$ cat config.mk
export PLATFORM = sky130hd
export DESIGN_NAME = sram_lane_ctrl
export DESIGN_NICKNAME = d
export VERILOG_FILES = /design/src/rtl/sram_lane_pkg.sv /design/src/rtl/sram_phase_timer.sv /design/src/rtl/sram_byte_lane.sv /design/src/rtl/sram_lane_ctrl.sv
export SDC_FILE = /design/constraint.sdc
export NUM_CORES = 1
export LEC_CHECK = 0
export ABC_AREA = 0
export ABC_CLOCK_PERIOD_IN_PS = 3100
export BUFFER_PORTS_ARGS = -buffer_cell sky130_fd_sc_hd__buf_2
export CAP_MARGIN = 20
export CORE_AREA = 3 3 85 71
export CTS_CLUSTER_SIZE = 12
export DETAILED_ROUTE_END_ITERATION = 6
export DIE_AREA = 0 0 88 74
export PLACE_DENSITY_LB_ADDON = 0.12
export SYNTH_ARGS = -nofsm -noshare
export SYNTH_HDL_FRONTEND = slang
export SYNTH_SLANG_ARGS = --single-unit
$ cat constraint.sdc
create_clock -name clk -period 3.1 [get_ports clk]
set_input_delay 0.62 -clock clk [delete_from_list [all_inputs] [get_ports clk]]
set_output_delay 0.62 -clock clk [all_outputs]
set_load 0.01 [all_outputs]
$ cat src/rtl/sram_lane_pkg.sv
package sram_lane_pkg;

  typedef enum logic [2:0] {
    PH_IDLE  = 3'd0,
    PH_READ  = 3'd1,
    PH_REL   = 3'd2,
    PH_WSET  = 3'd3,
    PH_WPUL  = 3'd4,
    PH_WHOLD = 3'd5
  } phase_e;

  typedef struct packed {
    logic ce_n;
    logic oe_n;
    logic we_n;
    logic lanes_on;
    logic drive;
  } pin_ctl_t;

  // nanoseconds to whole clock cycles, rounded up, never below one
  function automatic int cycles_for(input int ns, input int clk_ns);
    int c;
    c = (ns + clk_ns - 1) / clk_ns;
    return (c < 1) ? 1 : c;
  endfunction

  function automatic int max3(input int a, input int b, input int c);
    int m;
    m = (a > b) ? a : b;
    return (m > c) ? m : c;
  endfunction

  function automatic pin_ctl_t ctl_of(input phase_e ph);
    pin_ctl_t c;
    c = '{ce_n: 1'b1, oe_n: 1'b1, we_n: 1'b1, lanes_on: 1'b0, drive: 1'b0};
    case (ph)
      PH_READ:  begin c.ce_n = 1'b0; c.oe_n = 1'b0; c.lanes_on = 1'b1; end
      PH_WSET,
      PH_WHOLD: begin c.ce_n = 1'b0; c.lanes_on = 1'b1; c.drive = 1'b1; end
      PH_WPUL:  begin c.ce_n = 1'b0; c.we_n = 1'b0; c.lanes_on = 1'b1; c.drive = 1'b1; end
      default:  ;
    endcase
    return c;
  endfunction

endpackage

$ cat src/rtl/sram_phase_timer.sv
module sram_phase_timer #(
  parameter int CNT_W = 4
) (
  input  logic             clk,
  input  logic             rst_n,
  input  logic             load,
  input  logic [CNT_W-1:0] load_val,
  output logic             expired
);
  logic [CNT_W-1:0] cnt_q;

  always_ff @(posedge clk) begin
    if (!rst_n)             cnt_q <= '0;
    else if (load)          cnt_q <= load_val;
    else if (cnt_q != '0)   cnt_q <= cnt_q - 1'b1;
  end

  assign expired = (cnt_q == '0);
endmodule

$ cat src/rtl/sram_byte_lane.sv
module sram_byte_lane #(
  parameter int W = 8
) (
  input  logic         clk,
  input  logic         rst_n,
  input  logic         sel,
  input  logic         lanes_on,
  input  logic         drive,
  input  logic         capture,
  input  logic [W-1:0] din,
  output logic         strobe_n,
  output logic         drive_en,
  output logic [W-1:0] rbyte
);
  assign strobe_n = ~(lanes_on & sel);
  assign drive_en = drive & sel;

  always_ff @(posedge clk) begin
    if (!rst_n)       rbyte <= '0;
    else if (capture) rbyte <= sel ? din : '0;
  end
endmodule

$ cat src/rtl/sram_lane_ctrl.sv
module sram_lane_ctrl
  import sram_lane_pkg::*;
#(
  parameter int ADDR_W    = 18,
  parameter int LANES     = 2,
  parameter int CLK_NS    = 10,
  parameter int T_ACC_NS  = 70,
  parameter int T_WP_NS   = 50,
  parameter int T_REL_NS  = 40
) (
  input  logic                 clk,
  input  logic                 rst_n,
  input  logic                 req_valid,
  output logic                 req_ready,
  input  logic                 req_write,
  input  logic [ADDR_W-1:0]    req_addr,
  input  logic [8*LANES-1:0]   req_wdata,
  input  logic [LANES-1:0]     req_be,
  output logic                 rd_valid,
  output logic [8*LANES-1:0]   rd_data,
  output logic [ADDR_W-1:0]    mem_addr,
  output logic [8*LANES-1:0]   mem_dq_o,
  input  logic [8*LANES-1:0]   mem_dq_i,
  output logic [LANES-1:0]     mem_dq_oe,
  output logic                 mem_ce_n,
  output logic                 mem_oe_n,
  output logic                 mem_we_n,
  output logic                 mem_lb_n,
  output logic                 mem_ub_n
);
  localparam int DATA_W = 8 * LANES;
  localparam int N_RD   = cycles_for(T_ACC_NS, CLK_NS);
  localparam int N_WP   = cycles_for(T_WP_NS, CLK_NS);
  localparam int N_REL  = cycles_for(T_REL_NS, CLK_NS);
  localparam int CNT_W  = $clog2(max3(N_RD, N_WP, N_REL) + 1);

  phase_e              state_q, state_d;
  pin_ctl_t            ctl_q;
  logic [ADDR_W-1:0]   addr_q;
  logic [DATA_W-1:0]   wdata_q;
  logic [LANES-1:0]    be_q;
  logic [LANES-1:0]    strobe_n;
  logic                rd_valid_q;

  // named events for the checker
  logic                accept;
  logic                timer_expired;
  logic                timer_load;
  logic [CNT_W-1:0]    timer_val;
  logic                read_capture;

  assign req_ready    = (state_q == PH_IDLE);
  assign accept       = req_valid & req_ready;
  assign read_capture = (state_q == PH_READ) & timer_expired;

  always_comb begin
    state_d = state_q;
    case (state_q)
      PH_IDLE:  if (req_valid) state_d = req_write ? PH_WSET : PH_READ;
      PH_READ:  if (timer_expired) state_d = PH_REL;
      PH_REL:   if (timer_expired) state_d = PH_IDLE;
      PH_WSET:  state_d = PH_WPUL;
      PH_WPUL:  if (timer_expired) state_d = PH_WHOLD;
      PH_WHOLD: state_d = PH_IDLE;
      default:  state_d = PH_IDLE;
    endcase
  end

  always_comb begin
    timer_load = (state_d != state_q);
    case (state_d)
      PH_READ: timer_val = CNT_W'(N_RD - 1);
      PH_REL:  timer_val = CNT_W'(N_REL - 1);
      PH_WPUL: timer_val = CNT_W'(N_WP - 1);
      default: begin timer_val = '0; timer_load = 1'b0; end
    endcase
  end

  sram_phase_timer #(.CNT_W(CNT_W)) u_timer (
    .clk      (clk),
    .rst_n    (rst_n),
    .load     (timer_load),
    .load_val (timer_val),
    .expired  (timer_expired)
  );

  always_ff @(posedge clk) begin
    if (!rst_n) begin
      state_q    <= PH_IDLE;
      ctl_q      <= ctl_of(PH_IDLE);
      addr_q     <= '0;
      wdata_q    <= '0;
      be_q       <= '0;
      rd_valid_q <= 1'b0;
    end else begin
      state_q    <= state_d;
      ctl_q      <= ctl_of(state_d);
      rd_valid_q <= read_capture;
      if (accept) begin
        addr_q  <= req_addr;
        wdata_q <= req_wdata;
        be_q    <= req_be;
      end
    end
  end

  for (genvar g = 0; g < LANES; g++) begin : g_lane
    sram_byte_lane #(.W(8)) u_lane (
      .clk      (clk),
      .rst_n    (rst_n),
      .sel      (be_q[g]),
      .lanes_on (ctl_q.lanes_on),
      .drive    (ctl_q.drive),
      .capture  (read_capture),
      .din      (mem_dq_i[8*g +: 8]),
      .strobe_n (strobe_n[g]),
      .drive_en (mem_dq_oe[g]),
      .rbyte    (rd_data[8*g +: 8])
    );
  end

  assign rd_valid = rd_valid_q;
  assign mem_addr = addr_q;
  assign mem_dq_o = wdata_q;
  assign mem_ce_n = ctl_q.ce_n;
  assign mem_oe_n = ctl_q.oe_n;
  assign mem_we_n = ctl_q.we_n;
  assign mem_lb_n = strobe_n[0];
  assign mem_ub_n = strobe_n[LANES-1];
endmodule

==> results.json <==
{
  "syn-cell-area_sq_um": 2585,
  "vias_per_cell": 4.850,
  "grt_pass1_vias": 1932,
  "maxCapViolations": 0,
  "area_growth_pct": 28.22,
  "syn_area_per_cell_sq_um": 9.134,
  "grt_max_degree": 45,
  "fill_cells": 469,
  "clock_latency_ns": 0.33,
  "antenna_found_initial": 0,
  "yosysWarningCount": 0,
  "critical_path_class": "flip-flop to output pin",
  "crit_fanout": 15,
  "drive_gt1_frac": 0.3528,
  "synthDistinctLibCells": 42,
  "fin_nets": 447,
  "p_leak_nw": 1.566,
  "routedWlPerCell_um": 12.81,
  "fin_skew_ns": 0.008560,
  "gp_congestion": 0.8076,
  "remaining_drc_errors": 0,
  "ys.flop_type": "dfxtp_1",
  "power_density_nw_per_um2": 760.9,
  "fin_crit_ns": 1.978,
  "finalWirelength_um": 5881,
  "r2r_slack_ns": 1.36,
  "synthCells": 283,
  "cp.arrival_ns": 1.36,
  "start_util": 0.4863,
  "maxSlewHeadroom": 0.5756,
  "synth-seq-cells": 64,
  "hold_path_depth": 2,
  "synth-seq-area-share": 0.4956,
  "cts.repair.resized": 0,
  "status": "finished clean",
  "firstDrtPassIters": 6,
  "hp-class": "flip-flop to flip-flop",
  "synth_area_leaders": "dfxtp_1, nand2_1, a21boi_1",
  "detailed_place_hpwl_um": 4108,
  "worstMarginPinSlew_ns": 0.6358,
  "cts_setup_buffers": 0,
  "rows": 24,
  "crit_required_ns": 2.48,
  "min_from": "mem_addr[0]",
  "dp_worst_setup_slack_ns": 1.346,
  "htreeDepth": 3,
  "cts_max_path_buffers": 2,
  "coreArea_sq_um": 5315,
  "final_common_cell": "buf_2",
  "ant_nets": 0,
  "gr-usage-all-layers": 0.1789,
  "synth_top_area_frac": 0.4956,
  "ctsHoldBuffers": 0,
  "dieArea_sq_um": 6512,
  "peakVddDrop_mv": 0.4292,
  "timing.rr.start": "u_timer.cnt_q[0]",
  "grt_overflow": 0,
  "vias": 2226,
  "numCtsBuffers": 9,
  "start_kind": "flip-flop",
  "num_antenna_cells": 0,
  "io_buffers": 114,
  "setup-violations-final": 0,
  "rsz0062_at_grt": "no",
  "cts_tree": "done",
  "clk_pin_slew_ns": 0.07,
  "asyncSetResetFlopFracSynth": 0,
  "hold_violations": 0,
  "finalCritPeriodShare": 0.6381,
  "grt_pass1_wl_um": 8928,
  "final_cell_mix": "buf_2, nand2_1, dfxtp_1, a21boi_1, a22o_1",
  "synth_edf_count": 0,
  "worst_r2r_path_depth": 5,
  "drt-initial-drc-count": 89,
  "endpoint_kind": "output pin",
  "worst_r2r_endpoint": "g_lane[1].u_lane.rbyte[4]",
  "setup_slack_ns": 1.122,
  "hold_end": "mem_addr[0]",
  "io_pins": 115,
  "cts-root-buf": "clkbuf_8",
  "syn_nets": 341,
  "yosysTopAreaCell": "dfxtp_1",
  "die_h_um": 74,
  "maxSlewViolCount": 0,
  "maxClockFrequency_ghz": 0.5056,
  "die_w_um": 88,
  "fin_setup_tns_ns": 0,
  "cts_sinks": 64
}
-- per-stage QoR --
stage                     power (mW)  std cells  cell area (sq um)  utilization  hold WS (ns)
after floorplan                1.690        283               2585            -        0.4455
after global placement         1.851        443               3118       0.5866        0.4377
after detailed placement       1.856        443               3118       0.5866        0.4415
after global routing           2.690        459               3314       0.6236        0.4722
final                          2.522        459               3314       0.6236        0.4484
after CTS                      2.550        459               3314       0.6236        0.4508
-- Yosys cell counts (2+ instances only) --
cell type  instances
nand2_1           86
dfxtp_1           64
a21boi_1          30
a22o_1            17
clkbuf_1           9
a21boi_0           7
and2_1             6
buf_4              6
inv_1              6
buf_2              4
nand2b_1           4
nor2_1             4
nor2b_1            4
o21ai_0            3
a21oi_1            2
buf_6              2
ha_1               2
nor3_1             2
nor3_2             2
-- layer usage --
layer / vias up / GRT usage / part of all wire
li1: 1166 / - / -
met1: 990 / 0.2183 / 0.46
met2: 63 / 0.2926 / 0.46
met3: 7 / 0.07309 / 0.067
met4: 0 / 0.05281 / 0.0090
met5: - / 0 / 0
-- sequential cells by signal, summed over array words and instances, names as in the netlist --
signal and cells:
state_q 3, mem_we_n 1, ctl_q 2, mem_dq_o 16, be_q 2, mem_addr 18
mem_ce_n 1, mem_oe_n 1, u_timer.cnt_q 3, g_lane.u_lane.rbyte 16, rd_valid 1
-- report_power, final --
part	total [mW]	switching, mW	internal, mW
logic	0.787	0.445	0.341
registers	1.05	0.101	0.946
clock network	0.688	0.318	0.370
total	2.52	0.864	1.66
-- how the worst max path moves through the flow --
| stage | start | end | slack [ns] | depth (start not counted) |
|---|---|---|---|---|
| after CTS | state_q[1] | req_ready | 1.12 | 2 |
| after detailed placement | req_valid | u_timer.cnt_q[2] | 1.35 | 5 |
| final | state_q[1] | req_ready | 1.12 | 2 |
| after global placement | state_q[2] | g_lane[1].u_lane.rbyte[0] | 1.41 | 3 |
| after global routing | state_q[1] | req_ready | 1.06 | 2 |
| after floorplan | u_timer.cnt_q[0] | g_lane[0].u_lane.rbyte[5] | 1.48 | 7 |
-- worst max-delay path: stages (launching register included) --
cell and delay, ns:
dfxtp_1 0.73, nor3_2 0.12, buf_2 0.18
-- kinds of logic (layout without fill, tap and decap cells) --
kind of cell / Yosys count / after routing / synth area share
compound gates: 71 / 71 / 0.2154
fa+ha+maj: 2 / 2 / 0.009679
simple gates: 116 / 116 / 0.2018
xor+xnor: 2 / 2 / 0.01404
buf+inv: 28 / 139 / 0.06340
flops: 64 / 64 / 0.4956
-- area by class of cell --
cell class                      count  area (sq um)  area share
Tap cell                           65         81.33     0.02454
Clock inverter                      7         72.57     0.02190
Inverter                            6         22.52    0.006795
Sequential cell                    64          1281      0.3866
Clock buffer                        9         123.9     0.03737
Multi-Input combinational cell    191          1140      0.3439
Timing Repair Buffer              117         593.1      0.1789
(Power assumes the default switching activity.)
